--- config.mk ---
export PLATFORM = sky130hd
export DESIGN_NAME = irq_bank
export DESIGN_NICKNAME = d
export VERILOG_FILES = /design/src/rtl/irq_bank_pkg.sv /design/src/rtl/irq_bank_regdec.sv /design/src/rtl/irq_bank_mask.sv /design/src/rtl/irq_bank_capture.sv /design/src/rtl/irq_bank.sv
export SDC_FILE = /design/constraint.sdc
export NUM_CORES = 1
export LEC_CHECK = 0
export ABC_CLOCK_PERIOD_IN_PS = 1250
export BUFFER_PORTS_ARGS = -buffer_cell sky130_fd_sc_hd__buf_4
export CAP_MARGIN = 5
export CELL_PAD_IN_SITES_DETAIL_PLACEMENT = 0
export CELL_PAD_IN_SITES_GLOBAL_PLACEMENT = 1
export CORE_MARGIN = 2
export CORE_UTILIZATION = 42
export DETAILED_ROUTE_END_ITERATION = 10
export PLACE_DENSITY = 0.82
export SLEW_MARGIN = 20
export SYNTH_ARGS = -nofsm -noshare
export SYNTH_HDL_FRONTEND = slang
export SYNTH_SLANG_ARGS = --single-unit
--- constraint.sdc ---
create_clock -name clk -period 1.25 [get_ports clk]
set_input_delay 0.125 -clock clk [delete_from_list [all_inputs] [get_ports clk]]
set_output_delay 0.125 -clock clk [all_outputs]
set_load 0.02 [all_outputs]
--- src/rtl/irq_bank_pkg.sv ---
package irq_bank_pkg;

    localparam int ADDR_W = 3;

    typedef enum logic [ADDR_W-1:0] {
        REG_MASK_SET = 3'd0,
        REG_MASK_CLR = 3'd1,
        REG_MASK_RD  = 3'd2,
        REG_FLAGS    = 3'd3,
        REG_ACK      = 3'd4,
        REG_LIVE     = 3'd5
    } reg_addr_e;

endpackage

--- src/rtl/irq_bank_regdec.sv ---
module irq_bank_regdec
    import irq_bank_pkg::*;
#(
    parameter int NBITS = 8
) (
    input  logic              wr_en,
    input  logic [ADDR_W-1:0] addr,
    input  logic [NBITS-1:0]  wr_data,
    input  logic [NBITS-1:0]  mask_q,
    input  logic [NBITS-1:0]  flags_q,
    input  logic [NBITS-1:0]  status_i,
    output logic [NBITS-1:0]  set_mask,
    output logic [NBITS-1:0]  clr_mask,
    output logic [NBITS-1:0]  ack_flags,
    output logic [NBITS-1:0]  rd_data
);

    // Write strobes: only the write-only addresses produce any action.
    always_comb begin
        set_mask  = '0;
        clr_mask  = '0;
        ack_flags = '0;
        if (wr_en) begin
            case (addr)
                REG_MASK_SET: set_mask  = wr_data;
                REG_MASK_CLR: clr_mask  = wr_data;
                REG_ACK:      ack_flags = wr_data;
                default: ;
            endcase
        end
    end

    // Read mux; write-only and unmapped addresses return zero.
    always_comb begin
        case (addr)
            REG_MASK_RD: rd_data = mask_q;
            REG_FLAGS:   rd_data = flags_q;
            REG_LIVE:    rd_data = status_i;
            default:     rd_data = '0;
        endcase
    end

endmodule

--- src/rtl/irq_bank_mask.sv ---
module irq_bank_mask #(
    parameter int NBITS = 8
) (
    input  logic             clk,
    input  logic             rst_n,
    input  logic [NBITS-1:0] set_mask,
    input  logic [NBITS-1:0] clr_mask,
    output logic [NBITS-1:0] mask_q
);

    typedef struct packed {
        logic [NBITS-1:0] mask;
    } mask_st_t;

    mask_st_t st_d, st_q;

    always_comb begin
        st_d      = st_q;
        st_d.mask = (st_q.mask | set_mask) & ~clr_mask;
    end

    always_ff @(posedge clk or negedge rst_n) begin
        if (!rst_n) st_q <= '0;
        else        st_q <= st_d;
    end

    assign mask_q = st_q.mask;

    AST_MASK_SET_TAKES: assert property (@(posedge clk) disable iff (!rst_n)
        $past(rst_n) && (|$past(set_mask)) |-> ((mask_q & $past(set_mask)) == $past(set_mask)));
    AST_MASK_CLR_TAKES: assert property (@(posedge clk) disable iff (!rst_n)
        $past(rst_n) && (|$past(clr_mask)) |-> ((mask_q & $past(clr_mask)) == '0));
    AST_MASK_HOLDS: assert property (@(posedge clk) disable iff (!rst_n)
        $past(rst_n) && ($past(set_mask) == '0) && ($past(clr_mask) == '0) |-> $stable(mask_q));

endmodule

--- src/rtl/irq_bank_capture.sv ---
module irq_bank_capture #(
    parameter int               NBITS    = 8,
    parameter logic [NBITS-1:0] EDGE_SEL = 8'h0F
) (
    input  logic             clk,
    input  logic             rst_n,
    input  logic [NBITS-1:0] status_i,
    input  logic [NBITS-1:0] ack_flags,
    output logic [NBITS-1:0] flags_q
);

    typedef struct packed {
        logic [NBITS-1:0] flags;
        logic [NBITS-1:0] prev;
    } cap_st_t;

    cap_st_t          st_d, st_q;
    logic [NBITS-1:0] hit;

    // Per-bit capture variant chosen by EDGE_SEL.
    for (genvar g = 0; g < NBITS; g++) begin : g_cap
        if (EDGE_SEL[g]) begin : g_edge
            assign hit[g] = status_i[g] & ~st_q.prev[g];
        end else begin : g_level
            assign hit[g] = status_i[g];
        end
    end

    always_comb begin
        st_d       = st_q;
        // The set term is applied after the clear term, so a new event is never lost.
        st_d.flags = (st_q.flags & ~ack_flags) | hit;
        st_d.prev  = status_i;
    end

    always_ff @(posedge clk or negedge rst_n) begin
        if (!rst_n) st_q <= '0;
        else        st_q <= st_d;
    end

    assign flags_q = st_q.flags;

    AST_EVENT_KEPT: assert property (@(posedge clk) disable iff (!rst_n)
        $past(rst_n) && (|$past(hit)) |-> ((flags_q & $past(hit)) == $past(hit)));
    AST_ACK_CLEARS: assert property (@(posedge clk) disable iff (!rst_n)
        $past(rst_n) |-> ((flags_q & $past(ack_flags & ~hit)) == '0));
    AST_FLAGS_NO_SPONTANEOUS: assert property (@(posedge clk) disable iff (!rst_n)
        $past(rst_n) |-> ((flags_q & ~$past(flags_q) & ~$past(hit)) == '0));

endmodule

--- src/rtl/irq_bank.sv ---
module irq_bank
    import irq_bank_pkg::*;
#(
    parameter int               NBITS    = 8,
    parameter logic [NBITS-1:0] EDGE_SEL = 8'h0F
) (
    input  logic              clk,
    input  logic              rst_n,
    input  logic              wr_en,
    input  logic [ADDR_W-1:0] addr,
    input  logic [NBITS-1:0]  wr_data,
    output logic [NBITS-1:0]  rd_data,
    input  logic [NBITS-1:0]  status_i,
    output logic              irq_o
);

    logic [NBITS-1:0] set_mask, clr_mask, ack_flags;
    logic [NBITS-1:0] mask_q, flags_q;

    irq_bank_regdec #(.NBITS(NBITS)) u_dec (
        .wr_en     (wr_en),
        .addr      (addr),
        .wr_data   (wr_data),
        .mask_q    (mask_q),
        .flags_q   (flags_q),
        .status_i  (status_i),
        .set_mask  (set_mask),
        .clr_mask  (clr_mask),
        .ack_flags (ack_flags),
        .rd_data   (rd_data)
    );

    irq_bank_mask #(.NBITS(NBITS)) u_mask (
        .clk      (clk),
        .rst_n    (rst_n),
        .set_mask (set_mask),
        .clr_mask (clr_mask),
        .mask_q   (mask_q)
    );

    irq_bank_capture #(.NBITS(NBITS), .EDGE_SEL(EDGE_SEL)) u_cap (
        .clk       (clk),
        .rst_n     (rst_n),
        .status_i  (status_i),
        .ack_flags (ack_flags),
        .flags_q   (flags_q)
    );

    assign irq_o = |(flags_q & mask_q);

    AST_RESET_CLEAN: assert property (@(posedge clk)
        $rose(rst_n) |-> (mask_q == '0) && (flags_q == '0));
    AST_IRQ_NEEDS_MASK: assert property (@(posedge clk) disable iff (!rst_n)
        (mask_q == '0) |-> !irq_o);
    AST_IRQ_NEEDS_FLAG: assert property (@(posedge clk) disable iff (!rst_n)
        (flags_q == '0) |-> !irq_o);

endmodule

==> metrics.md <==
| Metric | Value |
|---|---|
| Outcome | `finished with violations` |
| Violations in the final reports | `negative setup slack` |
| Net switching share of the total power | `0.284` |
| Cell Rows | `19` |
| Final Wtd Congestion | `0.740` |
| Max Root-Sink Buffers | `2` |
| Arrival time at the worst endpoint | `1.19 ns` |
| Unrepaired setup endpoints after global routing | `yes` |
| Syn Std Cell Area | `1160 µm²` |
| Global-route usage over all layers | `0.182` |
| Area of the die | `3190 µm²` |
| Count of port buffers added during placement | `30` |
| Fmax | `0.762 GHz` |
| Detailed placer's ending HPWL | `1.93 mm` |
| I/O Pins | `31` |
| Synthesized instance count | `104` |
| Number of warnings printed during yosys synthesis | `0` |
| Pwr/cell area | `993 nW/µm²` |
| Kind of critical path | `reg -> out` |
| DP Cell Count | `163` |
| Final max-slew violation count | `0` |
| Internal power contribution | `1.10 mW` |
| Antenna diode count | `0` |
| Part of the cycle the worst path needs | `1.05` |
| Dominant combinational cell family by area after synthesis | `compound AO/OA/AOI/OAI gates` |
| Xor/xnor share of the synthesized area | `0` |
| Count of max-cap constraint violations | `0` |
| Post-route setup TNS | `-0.0811 ns` |
| Area Growth Syn to Fin | `33.5%` |
| Multiplexer share of the synthesized area | `0.139` |
| Startpoint Class | `flip-flop` |
| Compound-Gate Fraction of Synth Area | `0.179` |
| Starting density of the core | `0.430` |
| Fill cells | `246` |
| Slew at the pin with the worst max-slew slack | `0.390 ns` |
| Combinational share of power | `0.251` |
| Maximum level of the CTS H-tree | `1` |
| Slew margin rel. | `0.740` |
| Antenna-violating nets left | `0` |
| Part of the Yosys area used for sequential elements | `0.433` |
| Buffer cell driving the clock tree root | `clkbuf_4` |
| Portion of total power attributed to sequential cells | `0.507` |
| Vias in the first global route | `992` |
| Post-layout minimum cycle time | `1.31 ns` |
| TritonCTS sink count | `20` |
| Largest net degree at the start of global routing | `21` |
| Final-report setup violation count | `2` |
| Fraction of final layout cells sized beyond drive strength 1 | `0.414` |
| Floorplan core area | `2690 µm²` |
| Final core area utilization | `0.575` |
| Routed WL per cell | `15.3 µm` |
| Post-synthesis adder-cell area fraction | `0` |
| DRT Pass-1 Iters | `3` |
| Post-synth net total | `126` |
| Switching pwr | `435 µW` |
| Avg Synthesized Cell Area | `11.1 µm²` |
| Detail-routed via count per cell | `5.35` |
| First-pass GRT wire length | `4.66 mm` |
| Worst setup EP type | `output pin` |
| Library cells used by synthesis | `20` |
| Setup slack after layout | `-0.0620 ns` |
| Post-layout nets | `168` |
| Post-Route WL | `2.70 mm` |
| Final cell count without fillers | `176` |
| Vertical die dimension | `56.5 µm` |
| CTS tree | `built` |
| Hold Fails Final Rpt | `0` |
| DRC violations left | `0` |
| Leakage power total | `0.745 nW` |
| Global route total overflow | `0` |
| Number of antenna violations at the first check in global routing | `0` |
| Clk slew on worst S/H paths | `0.11 ns` |
| Data required time at the worst endpoint | `1.12 ns` |
| Number of buffers added by the clock tree synthesis step | `3` |
| Peak supply drop | `776 µV` |
| Clock skew after layout | `0.0000400 ns` |
| Starting DRC count in detailed routing | `14` |
| Seq cells post-synth | `20` |
| Part of the power in the clock network | `0.241` |
| Max Fanout on Critical Path | `3` |
| Synthesized-area fraction occupied by and/or/nand/nor cells | `0.142` |
| Highest-count cells in the layout ignoring fill and taps | `buf_4 (39), inv_1 (20), dfrtp_1 (20)` |
| Most common cell after layout, fill and taps aside | `buf_4` |
| Hold WC Path Type | `in -> reg` |
| Insertion delay of the later-clocked pin in the worst-skew pair | `0.29 ns` |
| Vias post-DR | `941` |
| Die X-Extent | `56.5 µm` |
| Setup slack of the worst register-to-register path | `0.19 ns` |
-- cells by family (layout without fill, tap and decap cells) --
group           count (synthesis)  count (layout)
compound gates                 24              24
buf+inv                        27              68
flops                          20              20
mux                            16              16
simple gates                   17              17
-- timing repair --
| action | in CTS | in global routing |
|---|---|---|
| setup endpoints to repair | 5 | 9 |
| endpoints found under the hold margin | 24 | 0 |
| setup buffers | 3 | 1 |
| hold buffers | 5 | 0 |
| gates resized for setup | 3 | 2 |
| pin swaps | 6 | 2 |
-- critical path, cell delays in order, from the launching register on --
cell and delay (ns):
dfrtp_1 0.42, a22oi_2 0.20, nand4_1 0.11, buf_4 0.17
-- stage by stage --
stage / hold slack, ns / power, mW / area, µm² / setup slack, ns
6_report: 0.0343 / 1.53 / 1540 / -0.0620
5_1_grt: 0.0339 / 1.62 / 1540 / -0.150
4_1_cts: 0.0267 / 1.54 / 1530 / -0.0883
3_5_place_dp: 0.0215 / 1.13 / 1410 / 0.0835
3_3_place_gp: 0.0188 / 1.12 / 1410 / 0.0909
2_1_floorplan: -0.171 / 0.978 / 1160 / 0.213
-- power groups by stage --
| stage | combinational (mW) | clock, mW | sequential (mW) |
|---|---|---|---|
| after floorplan | 0.212 | 0 | 0.766 |
| after global placement | 0.342 | 0 | 0.778 |
| after detailed placement | 0.350 | 0 | 0.783 |
| after CTS | 0.382 | 0.387 | 0.775 |
| after global routing | 0.425 | 0.410 | 0.787 |
| final | 0.386 | 0.370 | 0.778 |
-- sequential cells by signal, indices dropped and copies added, names as in the netlist --
signal / cells
u_cap.st_q: 4
u_mask.mask_q: 8
u_cap.flags_q: 8
-- metal layers --
layer / GRT usage / vias to the layer above / wire [µm]
met5: 0 / - / 0
met4: 0.0510 / 0 / 19
met3: 0.0230 / 2 / 86
met1: 0.251 / 464 / 1280
met2: 0.301 / 16 / 1310
li1: - / 459 / -
-- layout make-up --
class | instances | area, µm² | area share
clock buffers | 4 | 36.3 | 0.0235
inverters | 20 | 75.1 | 0.0486
multi-input cells | 57 | 551 | 0.357
flip-flops and latches | 20 | 500 | 0.324
well taps | 31 | 38.8 | 0.0251
repair buffers | 44 | 343 | 0.222
-- cell usage after synthesis, drive strengths merged --
| library cell | number | area [µm²] |
|---|---|---|
| o221ai | 4 | 35.0 |
| and3b | 1 | 8.76 |
| nand4 | 1 | 6.26 |
| a22oi | 4 | 30.0 |
| and4bb | 8 | 100 |
| inv | 20 | 75.1 |
| o2bb2ai | 7 | 61.3 |
| nor2 | 4 | 15.0 |
| clkbuf | 1 | 3.75 |
| dfrtp | 20 | 500 |
| a41oi | 4 | 35.0 |
| o21ai | 1 | 5.00 |
| nor3b | 1 | 18.8 |
| nand2b | 1 | 6.26 |
| nand4b | 1 | 8.76 |
| buf | 6 | 46.3 |
| mux2i | 16 | 160 |
| a21bo | 4 | 40.0 |
-- final timing paths --
check                                           startpoint                         end  cells past startpoint
worst max-delay path            u_mask.mask_q[2]$_DFF_PN0_                       irq_o                      3
worst min-delay path                            wr_data[4]  u_cap.flags_q[4]$_DFF_PN0_                      2
worst max register to register  u_cap.flags_q[3]$_DFF_PN0_  u_cap.flags_q[3]$_DFF_PN0_                      4
worst min register to register     u_cap.st_q[0]$_DFF_PN0_  u_cap.flags_q[0]$_DFF_PN0_                      1
max in group asynchronous                            rst_n     u_cap.st_q[2]$_DFF_PN0_                      2
min in group asynchronous                            rst_n     u_cap.st_q[1]$_DFF_PN0_                      2
No activity file was read; power rests on OpenSTA's default activity.
